<file path="src/rtl/irqa_pkg.sv">
package irqa_pkg;
  localparam int unsigned ADDR_W = 8;
  localparam int unsigned DATA_W = 32;
  localparam int unsigned N_SRC  = 8;

  localparam logic [ADDR_W-1:0] OFS_MASTER = 8'h1C;
  localparam logic [ADDR_W-1:0] OFS_LATCH  = 8'h20;
  localparam logic [ADDR_W-1:0] OFS_MASK   = 8'h28;
  localparam logic [ADDR_W-1:0] OFS_KICK   = 8'h40;

  localparam logic [DATA_W-1:0] KICK_KEY   = 32'h0000_000A;
  localparam int unsigned MASTER_BIT = DATA_W - 1;

  typedef enum logic [2:0] {
    SRC_ARB_LOST  = 3'd0,
    SRC_TX_FAULT  = 3'd1,
    SRC_TX_EMPTY  = 3'd2,
    SRC_RX_LEVEL  = 3'd3,
    SRC_BUS_IDLE  = 3'd4,
    SRC_SELECTED  = 3'd5,
    SRC_RELEASED  = 3'd6,
    SRC_TX_HALF   = 3'd7
  } irq_src_e;

  // next value of one latched bit: a kick clears, an event beats a clear
  function automatic logic latch_next(input logic cur, input logic ev,
                                      input logic clr, input logic kick);
    if (kick)     return 1'b0;
    else if (ev)  return 1'b1;
    else if (clr) return 1'b0;
    else          return cur;
  endfunction

  function automatic logic want_irq(input logic [N_SRC-1:0] latched,
                                    input logic [N_SRC-1:0] mask,
                                    input logic master);
    return master & (|(latched & mask));
  endfunction
endpackage

</file>
<file path="src/rtl/irqa_decode.sv">
module irqa_decode
  import irqa_pkg::*;
(
  input  logic              wr_en,
  input  logic [ADDR_W-1:0] addr,
  input  logic [DATA_W-1:0] wdata,
  output logic              wr_master,
  output logic              wr_mask,
  output logic [N_SRC-1:0]  clr_mask,
  output logic              kick_fire
);
  always_comb begin
    wr_master = wr_en && (addr == OFS_MASTER);
    wr_mask   = wr_en && (addr == OFS_MASK);
    clr_mask  = (wr_en && (addr == OFS_LATCH)) ? wdata[N_SRC-1:0] : '0;
    kick_fire = wr_en && (addr == OFS_KICK) && (wdata == KICK_KEY);
  end
endmodule

</file>
<file path="src/rtl/irqa_latch_bank.sv">
module irqa_latch_bank
  import irqa_pkg::*;
#(
  parameter int unsigned WIDTH = N_SRC
)(
  input  logic             clk,
  input  logic             rst_n,
  input  logic [WIDTH-1:0] ev,
  input  logic [WIDTH-1:0] clr,
  input  logic             kick,
  output logic [WIDTH-1:0] q
);
  for (genvar i = 0; i < WIDTH; i++) begin : g_bit
    always_ff @(posedge clk or negedge rst_n) begin
      if (!rst_n) q[i] <= 1'b0;
      else        q[i] <= latch_next(q[i], ev[i], clr[i], kick);
    end
  end
endmodule

</file>
<file path="src/rtl/irqa_out_stage.sv">
module irqa_out_stage
  import irqa_pkg::*;
(
  input  logic             clk,
  input  logic             rst_n,
  input  logic [N_SRC-1:0] latched,
  input  logic [N_SRC-1:0] mask,
  input  logic             master,
  input  logic             kick,
  output logic             irq_o,
  output logic             rst_pulse_o
);
  always_ff @(posedge clk or negedge rst_n) begin
    if (!rst_n) begin
      irq_o       <= 1'b0;
      rst_pulse_o <= 1'b0;
    end else begin
      irq_o       <= want_irq(latched, mask, master);
      rst_pulse_o <= kick;
    end
  end
endmodule

</file>
<file path="src/rtl/irq_aggregator.sv">
module irq_aggregator
  import irqa_pkg::*;
(
  input  logic              clk,
  input  logic              rst_n,
  input  logic              wr_en,
  input  logic [ADDR_W-1:0] addr,
  input  logic [DATA_W-1:0] wdata,
  output logic [DATA_W-1:0] rdata,
  input  logic [N_SRC-1:0]  event_i,
  output logic              irq_o,
  output logic              periph_rst_o
);
  logic             wr_master;
  logic             wr_mask;
  logic [N_SRC-1:0] clr_mask;
  logic             kick_fire;
  logic [N_SRC-1:0] latch_q;
  logic [N_SRC-1:0] mask_q;
  logic             master_q;

  irqa_decode u_decode (
    .wr_en     (wr_en),
    .addr      (addr),
    .wdata     (wdata),
    .wr_master (wr_master),
    .wr_mask   (wr_mask),
    .clr_mask  (clr_mask),
    .kick_fire (kick_fire)
  );

  irqa_latch_bank #(.WIDTH(N_SRC)) u_latch (
    .clk   (clk),
    .rst_n (rst_n),
    .ev    (event_i),
    .clr   (clr_mask),
    .kick  (kick_fire),
    .q     (latch_q)
  );

  always_ff @(posedge clk or negedge rst_n) begin
    if (!rst_n) begin
      mask_q   <= '0;
      master_q <= 1'b0;
    end else if (kick_fire) begin
      mask_q   <= '0;
      master_q <= 1'b0;
    end else begin
      if (wr_mask)   mask_q   <= wdata[N_SRC-1:0];
      if (wr_master) master_q <= wdata[MASTER_BIT];
    end
  end

  irqa_out_stage u_out (
    .clk         (clk),
    .rst_n       (rst_n),
    .latched     (latch_q),
    .mask        (mask_q),
    .master      (master_q),
    .kick        (kick_fire),
    .irq_o       (irq_o),
    .rst_pulse_o (periph_rst_o)
  );

  always_comb begin
    rdata = '0;
    case (addr)
      OFS_MASTER: rdata[MASTER_BIT]  = master_q;
      OFS_LATCH:  rdata[N_SRC-1:0]   = latch_q;
      OFS_MASK:   rdata[N_SRC-1:0]   = mask_q;
      default:    rdata = '0;
    endcase
  end
endmodule

</file>
<file path="config.mk">
export PLATFORM = sky130hd
export DESIGN_NAME = irq_aggregator
export DESIGN_NICKNAME = d
export VERILOG_FILES = /design/src/rtl/irqa_pkg.sv /design/src/rtl/irqa_decode.sv /design/src/rtl/irqa_latch_bank.sv /design/src/rtl/irqa_out_stage.sv /design/src/rtl/irq_aggregator.sv
export SDC_FILE = /design/constraint.sdc
export NUM_CORES = 1
export LEC_CHECK = 0
export BUFFER_PORTS_ARGS = -buffer_cell sky130_fd_sc_hd__buf_2
export CORE_ASPECT_RATIO = 1.4
export CORE_UTILIZATION = 35
export CTS_CLUSTER_DIAMETER = 40
export DETAILED_ROUTE_END_ITERATION = 12
export GPL_ROUTABILITY_DRIVEN = 0
export PLACE_DENSITY = 0.72
export SETUP_SLACK_MARGIN = 0.02
export SLEW_MARGIN = 20
export SYNTH_ARGS = -nofsm -noshare
export SYNTH_HDL_FRONTEND = slang
export SYNTH_SLANG_ARGS = --single-unit
</file>
<file path="constraint.sdc">
create_clock -name clk -period 2.2 [get_ports clk]
set_clock_uncertainty 0.1 [all_clocks]
set_input_delay 0.44 -clock clk [delete_from_list [all_inputs] [get_ports clk]]
set_output_delay 0.44 -clock clk [all_outputs]
set_load 0.1 [all_outputs]
</file>
==> run_results.csv <==
group,metric,value,unit
status,status,"finished clean",
finish,drive_above_1_share,0.431,
pwr,ir_drop,336,uV
critical_path,worstSetupStartpoint,"addr[6]",
routing,drt_wl_total,3220,um
sta,max_freq,0.465,GHz
critical_path,worstSetupPathType,"in2out",
clock_tree,ctsHoldBuffers,0,
grt,grt_max_degree,20,
pwr,internal_power,538,uW
finish,final_common_cell,"buf_2",
sta,finalCritPeriodShare,0.977,
critical_path,path_cells,"buf_2, nor4b_4, buf_4, and3_4, buf_6, a22o_2, buf_12",
critical_path,crit_slowest_cell,"nor4b_4",
die,die_width,52.4,um
clock_tree,cts_sinks,19,
critical_path,cp-end-kind,"output pin",
sta,hold_violations,0,
place,place_ws,0.00252,ns
synthesis,yosysSeqAreaShare,0.383,
clock_tree,insertion_delay,0.25,ns
routing,wl_met3,180,um
die,core-area,3380,um^2
run,drv_cap,0,
routing,antenna_violating_nets_post_route,0,
finish,fin_area,1840,um^2
pwr,p_sw,353,uW
grt,track_usage,0.165,
routing,routed.top_layer,"met4",
die,io_pins,85,
sta,min_period,2.15,ns
pwr,p_leak,0.872,nW
synthesis,syn_avg_cell_area,8.94,um^2
place,port-buffer-count,61,
synthesis,yosysUniqueCellTypes,27,
synthesis,synthesis.area,1240,um^2
sta,rsz0062_at_grt,"yes",
die,die_area,3800,um^2
grt,antenna_found_initial,0,
clock_tree,cts_root_buffer,"clkbuf_8",
pwr,switching_share,0.397,
clock_tree,clkTransAtPathRegs,0.08,ns
grt,grt-ovfl-total,0,
clock_tree,htreeDepth,1,
sta,slew_viol_final,0,
worst_hold_path,hp-class,"in2async",
pwr,p_clk_frac,0.273,
pwr,power_density,485,nW/um^2
clock_tree,cts_tree,"built",
pwr,sequentialPowerShare,0.409,
clock_tree,cts_made_buffers,3,
finish,nets,261,
grt,grt_pass1_vias,1123,
routing,remaining_drc_errors,0,
routing,avgRoutedWirePerCell,12.9,um
routing,drt_iter0_drc,35,
clock_tree,cts_buffer_depth,2,
die,die_y,72.5,um
routing,viasPerCell,5.00,
critical_path,cp_max_fo,5,
synthesis,synth_seq_cells,19,
die,initial_core_util,0.368,
routing,met1Wirelength,1290,um
die,rows,25,
finish,syn_to_final_growth,47.8,%
critical_path,required,1.66,ns
critical_path,rrSetupSlack,1.16,ns
critical_path,rr_startpoint,"u_latch.q[1]",
critical_path,critPathLaunchType,"input pin",
critical_path,cp_slowest_stage_delay,0.27,ns
place,hpwl,2600,um
sta,setup_ws,0.0503,ns
place,place_area,1750,um^2
grt,grt_pass1_wl,4700,um
critical_path,worst_ep_arrival_time,1.61,ns
synthesis,yosys_warnings,0,
finish,n_antenna_cell,0,
routing,first_pass_iters,5,
sta,fin_setup_tns,0,ns
routing,vias,1244,
synthesis,netlist_instances,139,
finish,layout_common_cells,"buf_2, conb_1, dfrtp_1",
routing,dr_wl_met2,1720,um
pwr,combPwrFrac,0.318,
sta,finalSetupViolations,0,
[stage by stage]
step / std cells / hold slack, ns / power (mW) / utilization
6_report: 249 / 0.0158 / 0.891 / 0.544
5_1_grt: 249 / 0.0498 / 0.922 / 0.544
4_1_cts: 249 / 0.0317 / 0.896 / 0.537
3_5_place_dp: 244 / 0.307 / 0.651 / 0.519
3_3_place_gp: 244 / 0.302 / 0.648 / 0.519
2_1_floorplan: 161 / 0.0444 / 0.604 / -
[routing by layer]
metal	vias to the layer above	track usage
met1	580	0.199
met3	2	0.0189
met5	-	0
li1	602	-
met4	0	0.0439
met2	60	0.300
[critical path: cells and delay by family]
family                 cells  cell delay (ns)
buffers and inverters      4             0.56
AND/OR/NAND/NOR            2             0.45
AO/OA/AOI/OAI              1             0.15
[worst paths after layout]
| check | to | cells past startpoint |
|---|---|---|
| worst min register to register | master_q | 2 |
| worst max-delay path | rdata[4] | 7 |
| worst min-delay path | u_latch.q[5] | 1 |
| min in group clk | u_latch.q[5] | 2 |
| max in group asynchronous | u_latch.q[3] | 1 |
| worst max register to register | u_out.irq_o | 2 |
[logic make-up (layout without fill, tap and decap cells)]
family | Yosys count | in the layout | share of synthesized area
DFF | 19 | 19 | 0.383
muxes | 1 | 1 | 0.00806
AOI/OAI and AO/OA | 29 | 29 | 0.176
buffers and inverters | 37 | 85 | 0.187
other | 1 | 23 | 0.00302
and+or+nand+nor | 52 | 52 | 0.243
[cell usage after synthesis]
master / instances / share of area
nor4_4: 1 / 0.017
nand4_1: 3 / 0.015
buf_4: 23 / 0.14
a311oi_1: 8 / 0.056
a22oi_1: 4 / 0.024
conb_1: 1 / 0.0030
nand4b_1: 1 / 0.0071
buf_6: 1 / 0.0091
nor2b_1: 1 / 0.0050
nor2_1: 11 / 0.033
nor4b_1: 4 / 0.028
nor4_2: 1 / 0.010
nor4b_2: 1 / 0.012
nor3_1: 1 / 0.0040
nand2_1: 17 / 0.051
and4_1: 1 / 0.0071
dfrtp_1: 19 / 0.38
or3b_1: 1 / 0.0071
and2_1: 1 / 0.0050
o21ai_0: 8 / 0.032
a22o_1: 8 / 0.056
inv_1: 9 / 0.027
clkbuf_1: 4 / 0.012
a41oi_1: 1 / 0.0071
mux2i_1: 1 / 0.0081
nor4_1: 6 / 0.030
and3_1: 2 / 0.010
[state kept, by name (all words and copies together) (netlist names)]
name,flops
mask_q,8
master_q,1
u_latch.q,8
u_out.irq_o,1
u_out.rst_pulse_o,1
[power by group through the flow]
stage	logic [mW]	registers [mW]	clock network (mW)
2_1_floorplan	0.231	0.373	0
6_report	0.283	0.365	0.243
3_5_place_dp	0.280	0.371	0
4_1_cts	0.282	0.364	0.249
3_3_place_gp	0.278	0.371	0
5_1_grt	0.296	0.366	0.260
[what timing repair did]
action / in CTS / in global routing
setup endpoints to repair: 5 / 7
resized for setup: 1 / 5
hold endpoints to repair: 0 / 0
setup buffers: 1 / 0
[cell type report]
cell class                 count  area [um^2]
tap                           40         50.0
timing repair buffer          72          543
fill                         323         1540
clock buffer                   3         41.3
multi-input combinational    105          688
inverter                       9         33.8
sequential                    19          475
clock inverter                 1         5.00
No activity file was read; power rests on OpenSTA's default activity.
